[config.mk]
export PLATFORM = sky130hd
export DESIGN_NAME = burst_rd_seq
export DESIGN_NICKNAME = d
export VERILOG_FILES = /design/src/rtl/burst_pkg.sv /design/src/rtl/burst_cfg_reg.sv /design/src/rtl/burst_addr_gen.sv /design/src/rtl/burst_out_stage.sv /design/src/rtl/burst_rd_seq.sv
export SDC_FILE = /design/constraint.sdc
export NUM_CORES = 1
export LEC_CHECK = 0
export ABC_CLOCK_PERIOD_IN_PS = 2800
export CELL_PAD_IN_SITES_DETAIL_PLACEMENT = 1
export CELL_PAD_IN_SITES_GLOBAL_PLACEMENT = 1
export CORE_MARGIN = 1
export CORE_UTILIZATION = 29
export DETAILED_ROUTE_END_ITERATION = 16
export PLACE_DENSITY_LB_ADDON = 0.1
export SLEW_MARGIN = 15
export SYNTH_ARGS = -nofsm -noshare
export SYNTH_HDL_FRONTEND = slang
export SYNTH_HIERARCHICAL = 1
export SYNTH_SLANG_ARGS = --single-unit
[constraint.sdc]
create_clock -name clk -period 2.8 [get_ports clk]
set_input_delay 0.56 -clock clk [delete_from_list [all_inputs] [get_ports clk]]
set_output_delay 0.56 -clock clk [all_outputs]
set_load 0.005 [all_outputs]
[src/rtl/burst_pkg.sv]
package burst_pkg;
  typedef enum logic [2:0] {
    LEN_4    = 3'd0,
    LEN_8    = 3'd1,
    LEN_16   = 3'd2,
    LEN_32   = 3'd3,
    LEN_CONT = 3'd4
  } burst_len_e;

  typedef struct packed {
    logic       sync;
    logic       bus32;
    logic [2:0] len;
  } burst_cfg_t;

  localparam burst_cfg_t CFG_DEFAULT = '{sync: 1'b0, bus32: 1'b0, len: LEN_4};
endpackage

[src/rtl/burst_cfg_reg.sv]
module burst_cfg_reg
  import burst_pkg::*;
(
  input  logic       clk,
  input  logic       rst_n,
  input  logic       load,
  input  logic       sync_i,
  input  logic       bus32_i,
  input  logic [2:0] len_i,
  output burst_cfg_t cfg_o,
  output logic       cont_o
);
  always_ff @(posedge clk or negedge rst_n) begin
    if (!rst_n) begin
      cfg_o <= CFG_DEFAULT;
    end else if (load) begin
      cfg_o <= '{sync: sync_i, bus32: bus32_i, len: len_i};
    end
  end

  // any code above the largest bounded length runs without end
  assign cont_o = (cfg_o.len > 3'(LEN_32));
endmodule

[src/rtl/burst_addr_gen.sv]
module burst_addr_gen
  import burst_pkg::*;
#(
  parameter int ADDR_W = 16,
  parameter int CNT_W  = 5
) (
  input  logic              clk,
  input  logic              rst_n,
  input  burst_cfg_t        cfg,
  input  logic              cont,
  input  logic              ce_n,
  input  logic              adv_n,
  input  logic [ADDR_W-1:0] addr,
  output logic              active,
  output logic              start,
  output logic              last,
  output logic [ADDR_W-1:0] ptr
);
  logic              adv_prev;
  logic [CNT_W-1:0]  cnt;
  logic [2:0]        xfer_log2;
  logic [2:0]        word_log2;
  logic [ADDR_W-1:0] win_mask;
  logic [ADDR_W-1:0] step;
  logic [ADDR_W-1:0] inc;
  logic [ADDR_W-1:0] nxt;
  logic [ADDR_W-1:0] start_addr;
  logic [CNT_W-1:0]  cnt_last;

  always_comb begin
    unique case (cfg.len)
      3'(LEN_4):  xfer_log2 = 3'd2;
      3'(LEN_8):  xfer_log2 = 3'd3;
      3'(LEN_16): xfer_log2 = 3'd4;
      3'(LEN_32): xfer_log2 = cfg.bus32 ? 3'd4 : 3'd5;
      default:    xfer_log2 = 3'd5;
    endcase
  end

  assign word_log2  = xfer_log2 + {2'b00, cfg.bus32};
  assign win_mask   = cont ? {ADDR_W{1'b1}} : ~({ADDR_W{1'b1}} << word_log2);
  assign cnt_last   = ~({CNT_W{1'b1}} << xfer_log2);
  assign step       = cfg.bus32 ? ADDR_W'(2) : ADDR_W'(1);
  assign inc        = ptr + step;
  assign nxt        = (ptr & ~win_mask) | (inc & win_mask);
  assign start_addr = addr & ~ADDR_W'(cfg.bus32);

  assign start = cfg.sync && !ce_n && !adv_n && adv_prev;
  assign last  = active && !cont && (cnt == cnt_last);

  always_ff @(posedge clk or negedge rst_n) begin
    if (!rst_n) begin
      active   <= 1'b0;
      ptr      <= '0;
      cnt      <= '0;
      adv_prev <= 1'b1;
    end else begin
      adv_prev <= adv_n;
      if (start) begin
        active <= 1'b1;
        ptr    <= start_addr;
        cnt    <= '0;
      end else if (active) begin
        if (ce_n || last || !cfg.sync) begin
          active <= 1'b0;
        end else begin
          ptr <= nxt;
          cnt <= cnt + CNT_W'(1);
        end
      end
    end
  end
endmodule

[src/rtl/burst_out_stage.sv]
module burst_out_stage #(
  parameter int DATA_W = 16
) (
  input  logic              rst_n,
  input  logic              sync_mode,
  input  logic              bus32,
  input  logic              active,
  input  logic              last,
  input  logic              ce_n,
  input  logic              oe_n,
  input  logic [2*DATA_W-1:0] rdata,
  output logic [2*DATA_W-1:0] dq_o,
  output logic              dq_oe,
  output logic              eob_o,
  output logic              eob_oe
);
  logic pins_on;
  logic [2*DATA_W-1:0] shaped;

  assign pins_on = rst_n && !ce_n && !oe_n;
  assign dq_oe   = pins_on && (sync_mode ? active : 1'b1);
  assign eob_oe  = pins_on && sync_mode && active;
  assign eob_o   = active && last;
  assign shaped  = (sync_mode && bus32) ? rdata : {{DATA_W{1'b0}}, rdata[DATA_W-1:0]};
  assign dq_o    = dq_oe ? shaped : '0;
endmodule

[src/rtl/burst_rd_seq.sv]
module burst_rd_seq
  import burst_pkg::*;
#(
  parameter int ADDR_W        = 16,
  parameter int DATA_W        = 16,
  parameter int MAX_XFER_LOG2 = 5
) (
  input  logic                clk,
  input  logic                rst_n,
  input  logic                cfg_load,
  input  logic                cfg_sync,
  input  logic                cfg_bus32,
  input  logic [2:0]          cfg_len,
  input  logic                ce_n,
  input  logic                adv_n,
  input  logic                oe_n,
  input  logic [ADDR_W-1:0]   addr,
  output logic [ADDR_W-1:0]   mem_addr,
  input  logic [2*DATA_W-1:0] mem_rdata,
  output logic [2*DATA_W-1:0] dq_o,
  output logic                dq_oe,
  output logic                eob_o,
  output logic                eob_oe
);
  localparam int CNT_W = MAX_XFER_LOG2;

  burst_cfg_t        cfg_q;
  logic              cont_mode;
  logic              active;
  logic              start;
  logic              last;
  logic [ADDR_W-1:0] ptr;
  logic              sync_mode;
  logic              bus32_mode;

  assign sync_mode  = cfg_q.sync;
  assign bus32_mode = cfg_q.bus32;

  burst_cfg_reg u_cfg (
    .clk     (clk),
    .rst_n   (rst_n),
    .load    (cfg_load),
    .sync_i  (cfg_sync),
    .bus32_i (cfg_bus32),
    .len_i   (cfg_len),
    .cfg_o   (cfg_q),
    .cont_o  (cont_mode)
  );

  burst_addr_gen #(.ADDR_W(ADDR_W), .CNT_W(CNT_W)) u_gen (
    .clk    (clk),
    .rst_n  (rst_n),
    .cfg    (cfg_q),
    .cont   (cont_mode),
    .ce_n   (ce_n),
    .adv_n  (adv_n),
    .addr   (addr),
    .active (active),
    .start  (start),
    .last   (last),
    .ptr    (ptr)
  );

  assign mem_addr = sync_mode ? ptr : addr;

  burst_out_stage #(.DATA_W(DATA_W)) u_out (
    .rst_n     (rst_n),
    .sync_mode (sync_mode),
    .bus32     (bus32_mode),
    .active    (active),
    .last      (last),
    .ce_n      (ce_n),
    .oe_n      (oe_n),
    .rdata     (mem_rdata),
    .dq_o      (dq_o),
    .dq_oe     (dq_oe),
    .eob_o     (eob_o),
    .eob_oe    (eob_oe)
  );
endmodule

# Word level (Yosys, flattened, before mapping)
# Cells that the tools add are included.
# word_totals
register_bits,28
input_bits,59
out_inout_bits,51
elab_cells,65
# op_classes
n_addsub,3
order_cmp,1
n_eq_ne,5
shifts,2
mux,17
bitwise_logic,8
reduce_logical,22
# op_table
op,count
16-bit 2-to-1 mux,5
32-bit 2-to-1 mux,2
16-bit AND,3
16-bit inverter,2
16-bit adder,1
1-bit inverter with 16-bit output,1
16-bit bitwise OR,1
16-bit by 3-bit left shift with 16-bit output (first input constant),1
5-bit 2-to-1 mux,3
1-bit logical AND,12
3-bit case mux with 4 select lines,1
3-bit by 2-bit equality test with 1-bit output (second input constant),2
5-bit by 1-bit adder with 5-bit output (second input constant),1
5-bit equality test,1
1-bit zero test,5
1-bit 2-to-1 mux,5
5-bit inverter,1
5-bit by 3-bit left shift with 5-bit output (first input constant),1
3-bit by 1-bit adder with 3-bit output,1
3-bit by 1-bit equality test with 1-bit output (second input constant),1
3-bit by 2-bit greater-than comparator with 1-bit output (second input constant),1
3-bit zero test,1
1-bit logical OR,2
2-bit 2-to-1 mux,1
3 further kinds,3

# Longest topological paths before layout
# Gate-level depths: netlist of the first run.
# depth
word_depth,12
ltp_mapped,9
ltp_nobuf,9

# By module
# Netlist of the first run, hierarchy kept.
# modules_own_cells
module,instances,cells_each,area_per_inst_um2,seq_area_each_um2
burst_addr_gen,1,159,1448.9,576.8
burst_out_stage,1,62,369.1,0.0
burst_rd_seq,1,18,249.0,0.0
burst_cfg_reg,1,11,185.2,125.1

# Least setup slack after synthesis of the first run
# No wires, ideal clock.
# synth_timing
path_kind,register to register
from,register u_cfg/cfg_o[3] in the netlist's numbering
to,register with a tool-made name
setup_ns,0.125
arrival_time_ns,2.066
required_ns,2.675
slack_ns,0.610
path_stages_with_launch,10
path_buffers,0
synth_period_minus_slack_ns,2.190
cell_sequence,dfrtp_1 > inv_1 > ha_1 > inv_1 > fa_1 > nor3b_1 > nand3_1 > nor4_1 > xor2_1 > mux2_2
# synth_lines
item,line,rtl
"start, declared",burst_cfg_reg.sv:10,"output burst_cfg_t cfg_o,"
"start signal, assigned",burst_cfg_reg.sv:17,"cfg_o <= '{sync: sync_i, bus32: bus32_i, len: len_i};"

# Worst setup path after layout of the first run
# layout_timing
from,register u_cfg/cfg_o[0] in the netlist's numbering
to,output eob_o
# layout_between
elab_chain_len,7
elab_cells_between_ends,13
cone_classes,order compare: 1; eq/ne: 4; shift: 1; mux: 1; bitwise: 1; reduce/logical: 5
# layout_rtl
item,line,rtl
3-bit by 2-bit equality test with 1-bit output (tied with other cells),burst_addr_gen.sv:31,unique case (cfg.len)
3-bit case mux with 4 select lines,burst_addr_gen.sv:31,
5-bit by 3-bit left shift with 5-bit output,burst_addr_gen.sv:42,assign cnt_last = ~({CNT_W{1'b1}} << xfer_log2);
5-bit inverter,burst_addr_gen.sv:42,
5-bit equality test,burst_addr_gen.sv:49,assign last = active && !cont && (cnt == cnt_last);
1-bit logical AND (*),burst_addr_gen.sv:49,
net last,burst_rd_seq.sv:31,logic last;
1-bit logical AND (*),burst_out_stage.sv:23,assign eob_o = active && last;
"end, declared",burst_rd_seq.sv:22,"output logic eob_o,"
# The timed path passes the listed nets; every way through them passes the cells marked *.

==> reports/qor.txt, run 1 <==
Status: completed
CP startpoint kind: flop
Yosys warns: 6
Top Ports: 110
Slowest cell on the critical path: clkdlybuf4s50_1
Final hold viol count: 0
Post-synth EDFFs: 0
Die area: 8120 um2
Net Count, Synth: 316
Pwr dens: 375 nW/um2
Measured slew at the worst slew-check pin: 738 ps
HPWL Detailed: 5800 um
Critical Path Max Stage Delay: 490 ps
Final WL: 7410 um
Vias in the first global route: 2320
CTS tree: done
Hold Buf Count CTS: 0
Global Route Usage Sum: 18.6%
CTS Root Cell: clkbuf_8
Initial Utilization: 30.6%
1st-pass router iterations: 4
FMAX: 371 MHz
Arrival time worst endpoint: 2130 ps
Core Area: 7370 um2
DRC errors left: 0
Tightest Hold Check Type: in2async
DIE WIDTH: 90.1 um
Commonest non-fill, non-tap cell in the layout: clkdlybuf4s50_1
Post-synth cell types: 45
Vias: 2264
Setup violators final: 0
Routed vias/inst: 4.85
Clock-pin slew on the worst setup and hold paths: 100 ps
FF-to-FF setup slack: 390 ps
Leak pwr: 1.58 nW
First-pass GRT wire length: 12400 um
Peak VDD IR: 0.000289 V
Final instance area: 3580 um2
Max_cap viols: 0
WL per Instance: 15.9 um
Gpl congestion: 0.755
Seq cells post-synth: 28
CP Data Required Time: 2240 ps
Final Critical Period: 2690 ps
Place WS: -226 ps
GRT overflow: 0
Fin worst setup slack: 108 ps
# diodes: 0
Slew headroom: 50.7%
Clock Path Buffers: 2
Crit-path cells: and3b_1 -> or3_1 -> a221oi_2 -> and2_1 -> clkdlybuf4s50_1
Ys flop type: dfrtp_1
Post-route ant nets: 0
RSZ-0062 raised after global routing: false
Port Buffers: 109
Core Rows: 31
Fraction of registers with async set/reset: 100%
Chip height: 90.1 um
Initial DRC count: 73
Syn_area_per_cell: 9.01 um2
Area delta synth->final: 59.1%
Clk_lat worst skew: 270 ps
Fin crit share: 96.1%
Initial antenna violation count: 0
Max FO, Critical Path: 4
Area leader, netlist: dfrtp_1
CTS buffer count: 3
Max Slew Vio Count: 0
Worst setup EP type: output port
Max H-tree Level: 1
Synthesized instance count: 250
Clk sinks: 28
Top cells by area, synth: dfrtp_1 (30%), mux2_4 (6.7%), nand2_1 (6.7%), mux2_2 (6.0%), and3_1 (5.0%)
Largest net degree at the start of global routing: 22
Nets@finish: 435
Smallest hold slack: 418 ps
Share of layout cells above drive strength 1: 16.8%
Register area share after synthesis: 31.2%
Post-synthesis cell area: 2250 um2
Worst Skew: 7.87 ps
Share of the synthesized area in the top cell type: 30.0%
Area after DPL: 3490 um2
Commonest non-fill, non-tap cells in the layout: clkdlybuf4s50_1 (89), nand2_1 (40), dfrtp_1 (26)
Fillers: 880
CP Class: reg2out
-- metrics by stage --
| step | total power, W | utilization (%) | TNS, ps | std cells |
|---|---|---|---|---|
| final | 0.00134 | 48.6 | 0 | 467 |
| after floorplan | 0.000839 | - | 0 | 250 |
| after detailed placement | 0.00112 | 47.4 | -3880 | 457 |
| after global placement | 0.00110 | 47.4 | -2360 | 457 |
| after CTS | 0.00136 | 47.8 | -72.9 | 461 |
| after global routing | 0.00145 | 48.6 | 0 | 467 |
-- worst paths after layout --
check                               start        endpoint  cells after the start
setup / recovery           u_cfg/cfg_o[0]           eob_o                      5
hold / removal                      rst_n    u_gen/cnt[2]                      2
setup reg to reg           u_cfg/cfg_o[3]            flop                     10
hold reg to reg              u_gen/cnt[4]    u_gen/cnt[4]                      2
max in group asynchronous           rst_n  u_gen/adv_prev                      3
min in group clk             u_gen/cnt[4]    u_gen/cnt[4]                      2
-- report_power, final --
part / switching, W / internal [W] / total (W) / leakage, nW
sequential: 0.0000851 / 0.000479 / 0.000564 / 0.350
clock: 0.000124 / 0.000102 / 0.000226 / 0.0228
combinational: 0.000210 / 0.000343 / 0.000553 / 1.20
total: 0.000419 / 0.000924 / 0.00134 / 1.58
-- routing by layer --
metal / share of wire (%) / global-route usage, % / vias up
met1: 46 / 25.0 / 1079
met2: 48 / 31.7 / 75
met5: 0 / 0 / -
li1: - / - / 1108
met3: 4.9 / 2.79 / 2
met4: 0.45 / 3.76 / 0
-- cell families (layout without fill, tap and decap cells) --
| family | after synthesis | count (layout) | share of synthesized area, % |
|---|---|---|---|
| AOI/OAI and AO/OA | 27 | 27 | 7.44 |
| muxes | 22 | 22 | 12.7 |
| xor gates and xnor gates | 19 | 19 | 7.39 |
| and+or+nand+nor | 128 | 128 | 32.1 |
| buffers and inverters | 19 | 137 | 5.00 |
| adders and majority gates | 7 | 7 | 4.22 |
| DFF | 28 | 28 | 31.2 |
-- worst max-delay path, delay by kind of cell, from the launching register on --
kind            cells  cell delay (ps)
compound gates      1              260
simple gates        3              680
buf+inv             1              490
flops               1              430
-- cell usage after synthesis (all sizes together), types with 3 or more instances --
| cell | n |
|---|---|
| a21o | 3 |
| clkbuf | 10 |
| nor3 | 19 |
| ha | 6 |
| nor4 | 5 |
| nand2b | 7 |
| buf | 6 |
| mux2 | 22 |
| a21oi | 3 |
| nand4 | 3 |
| and3 | 18 |
| inv | 3 |
| o21ai | 15 |
| xnor2 | 9 |
| or3 | 3 |
| nand3 | 8 |
| nor2 | 11 |
| nor3b | 3 |
| dfrtp | 27 |
| nand2 | 40 |
| xor2 | 10 |
-- cell type report --
class / instances / area, um2 / share of cell area (%)
Clock buffer: 4 / 45.0 / 1.26
Inverter: 3 / 11.3 / 0.314
Multi-Input combinational cell: 203 / 1460 / 40.7
Sequential cell: 28 / 703 / 19.6
Tap cell: 99 / 124 / 3.46
Timing Repair Buffer: 130 / 1240 / 34.6
-- repair_timing --
item,in CTS,in global routing
setup endpoints to repair,34,19
cloned,0,2
setup buffers,0,4
pin swaps,0,1
gates resized for setup,19,6
Power figures use the tool's default switching activity.
==> run 2, diff against run 1 <==
--- a/config.mk
+++ b/config.mk
@@ -11,6 +11,7 @@
 export CORE_MARGIN = 1
 export CORE_UTILIZATION = 29
 export DETAILED_ROUTE_END_ITERATION = 16
+export GPL_TIMING_DRIVEN = 0
 export PLACE_DENSITY_LB_ADDON = 0.1
 export SLEW_MARGIN = 15
 export SYNTH_ARGS = -nofsm -noshare
==> reports/qor.txt, run 2 (synthesis results as in run 1) <==
Area delta synth->final: 61.3% (was 59.1%)
Nets@finish: 437 (was 435)
1st-pass router iterations: 4 (unchanged)
Commonest non-fill, non-tap cells in the layout: clkdlybuf4s50_1 (89), nand2_1 (40), dfrtp_1 (26) (unchanged)
CTS buffer count: 3 (unchanged)
Fin crit share: 95.2% (was 96.1%)
Final Critical Period: 2670 ps (was 2690 ps)
CTS Root Cell: clkbuf_8 (unchanged)
Setup violators final: 0 (unchanged)
Initial DRC count: 59 (was 73)
Initial Utilization: 30.6% (unchanged)
DIE WIDTH: 90.1 um (unchanged)
Max Slew Vio Count: 0 (unchanged)
Core Rows: 31 (unchanged)
Final hold viol count: 0 (unchanged)
Clock-pin slew on the worst setup and hold paths: 110 ps (was 100 ps)
Slowest cell on the critical path: clkdlybuf4s50_1 (unchanged)
Setup TNS: 0 ps (unchanged)
Global Route Usage Sum: 19.0% (was 18.6%)
Peak VDD IR: 0.000301 V (was 0.000289 V)
Hold Buf Count CTS: 0 (unchanged)
GRT overflow: 0 (unchanged)
Clk_lat worst skew: 280 ps (was 270 ps)
Die area: 8120 um2 (unchanged)
CP Data Required Time: 2240 ps (about the same)
# diodes: 0 (unchanged)
Worst Skew: 15.3 ps (was 7.87 ps)
Vias: 2321 (was 2264)
CTS tree: done (unchanged)
Largest net degree at the start of global routing: 31 (was 22)
FMAX: 375 MHz (was 371 MHz)
Max FO, Critical Path: 8 (was 4)
Critical Path Max Stage Delay: 510 ps (was 490 ps)
Top Ports: 110 (unchanged)
Chip height: 90.1 um (unchanged)
Vias in the first global route: 2439 (was 2320)
Pwr dens: 396 nW/um2 (was 375 nW/um2)
Worst setup EP type: output port (unchanged)
Gpl congestion: 0.784 (was 0.755)
Post-route ant nets: 0 (unchanged)
Share of layout cells above drive strength 1: 16.8% (about the same)
Final WL: 7490 um (was 7410 um)
Max_cap viols: 0 (unchanged)
Initial antenna violation count: 0 (unchanged)
Slew headroom: 63.1% (was 50.7%)
Clock Path Buffers: 2 (unchanged)
CP Class: in2out (was reg2out)
Core Area: 7370 um2 (unchanged)
Arrival time worst endpoint: 2110 ps (was 2130 ps)
Max H-tree Level: 1 (unchanged)
HPWL Detailed: 5720 um (was 5800 um)
Crit-path cells: dlygate4sd2_1 -> or3b_1 -> buf_4 -> nor3_2 -> clkdlybuf4s50_1 (was and3b_1 -> or3_1 -> a221oi_2 -> and2_1 -> clkdlybuf4s50_1)
DRC errors left: 0 (unchanged)
Overall Power: 0.00144 W (was 0.00134 W)
WL per Instance: 16.0 um (was 15.9 um)
Measured slew at the worst slew-check pin: 554 ps (was 738 ps)
Status: completed (unchanged)
RSZ-0062 raised after global routing: false (unchanged)
Tightest Hold Check Type: in2async (unchanged)
Commonest non-fill, non-tap cell in the layout: clkdlybuf4s50_1 (unchanged)
First-pass GRT wire length: 12500 um (was 12400 um)
CP startpoint kind: input pin (was flop)
Clk sinks: 28 (unchanged)
Routed vias/inst: 4.95 (was 4.85)
Leak pwr: 1.57 nW (was 1.58 nW)
Port Buffers: 109 (unchanged)
-- run 2: cell types whose count changed in the layout (fill, tap and decap cells not counted), sizes merged --
cell / before / now
clkbuf: 4 / 12
buf: 21 / 15
bufinv: 0 / 1
dlymetal6s2s: 3 / 2
-- run 2: layer usage --
metal / share of wire [%] / global-route usage, % / routed length [um]
met1: 47 / 24.8 / 3550
met3: 4.8 / 2.96 / 361
met5: 0 / 0 / 0
met2: 47 / 33.2 / 3540
met4: 0.67 / 3.63 / 50
-- run 2: repair_timing --
item	CTS	global route
endpoints found under the hold margin	0	0
cloned	0	0
setup endpoints to repair	35	13
pin swaps	1	1
buffers inserted	5	3
resized for setup	29	5
-- run 2: final timing paths --
path,from,end,slack (ps),cells past startpoint
setup reg to reg,u_cfg/cfg_o[3],flop,360,10
hold / removal,rst_n,asynchronous set/reset pin,130,1
setup / recovery,ce_n,dq_o[19],130,5
min in group clk,u_gen/cnt[1],u_gen/cnt[1],600,2
hold reg to reg,u_gen/cnt[1],u_gen/cnt[1],600,2
max in group asynchronous,rst_n,u_gen/adv_prev,2390,1
-- run 2: stage by stage --
stage          instances  utilization (%)  cell area [um2]  setup WS [ps]  hold slack [ps]
6_report             469             49.3             3630            135              130
3_3_place_gp         458             47.0             3470          -1410              551
4_1_cts              466             48.7             3590          -16.4              202
2_1_floorplan        250                -             2250            610              264
3_5_place_dp         458             47.0             3460           -525              573
5_1_grt              469             49.3             3630           37.5              141
-- run 2: layout make-up --
type / instances / area [um2]
buffer: 15 / 114
clock buffer: 3 / 41.3
clock inverter: 1 / 30.0
fill: 876 / 3740
inverter: 3 / 11.3
multi-input combinational: 203 / 1470
sequential: 28 / 703
tap: 99 / 124
timing repair buffer: 117 / 1140
-- run 2: worst max-delay path: cells and delay by family --
kind / cells / cell delay (ps)
simple gates: 2 / 550
buf+inv: 3 / 990
-- run 2: report_power, final --
group | switching (W) | internal [W] | leakage (nW)
Clock | 0.000133 | 0.000192 | 0.0357
Sequential | 0.0000866 | 0.000479 | 0.350
Combinational | 0.000210 | 0.000340 | 1.18
Total | 0.000429 | 0.00101 | 1.57
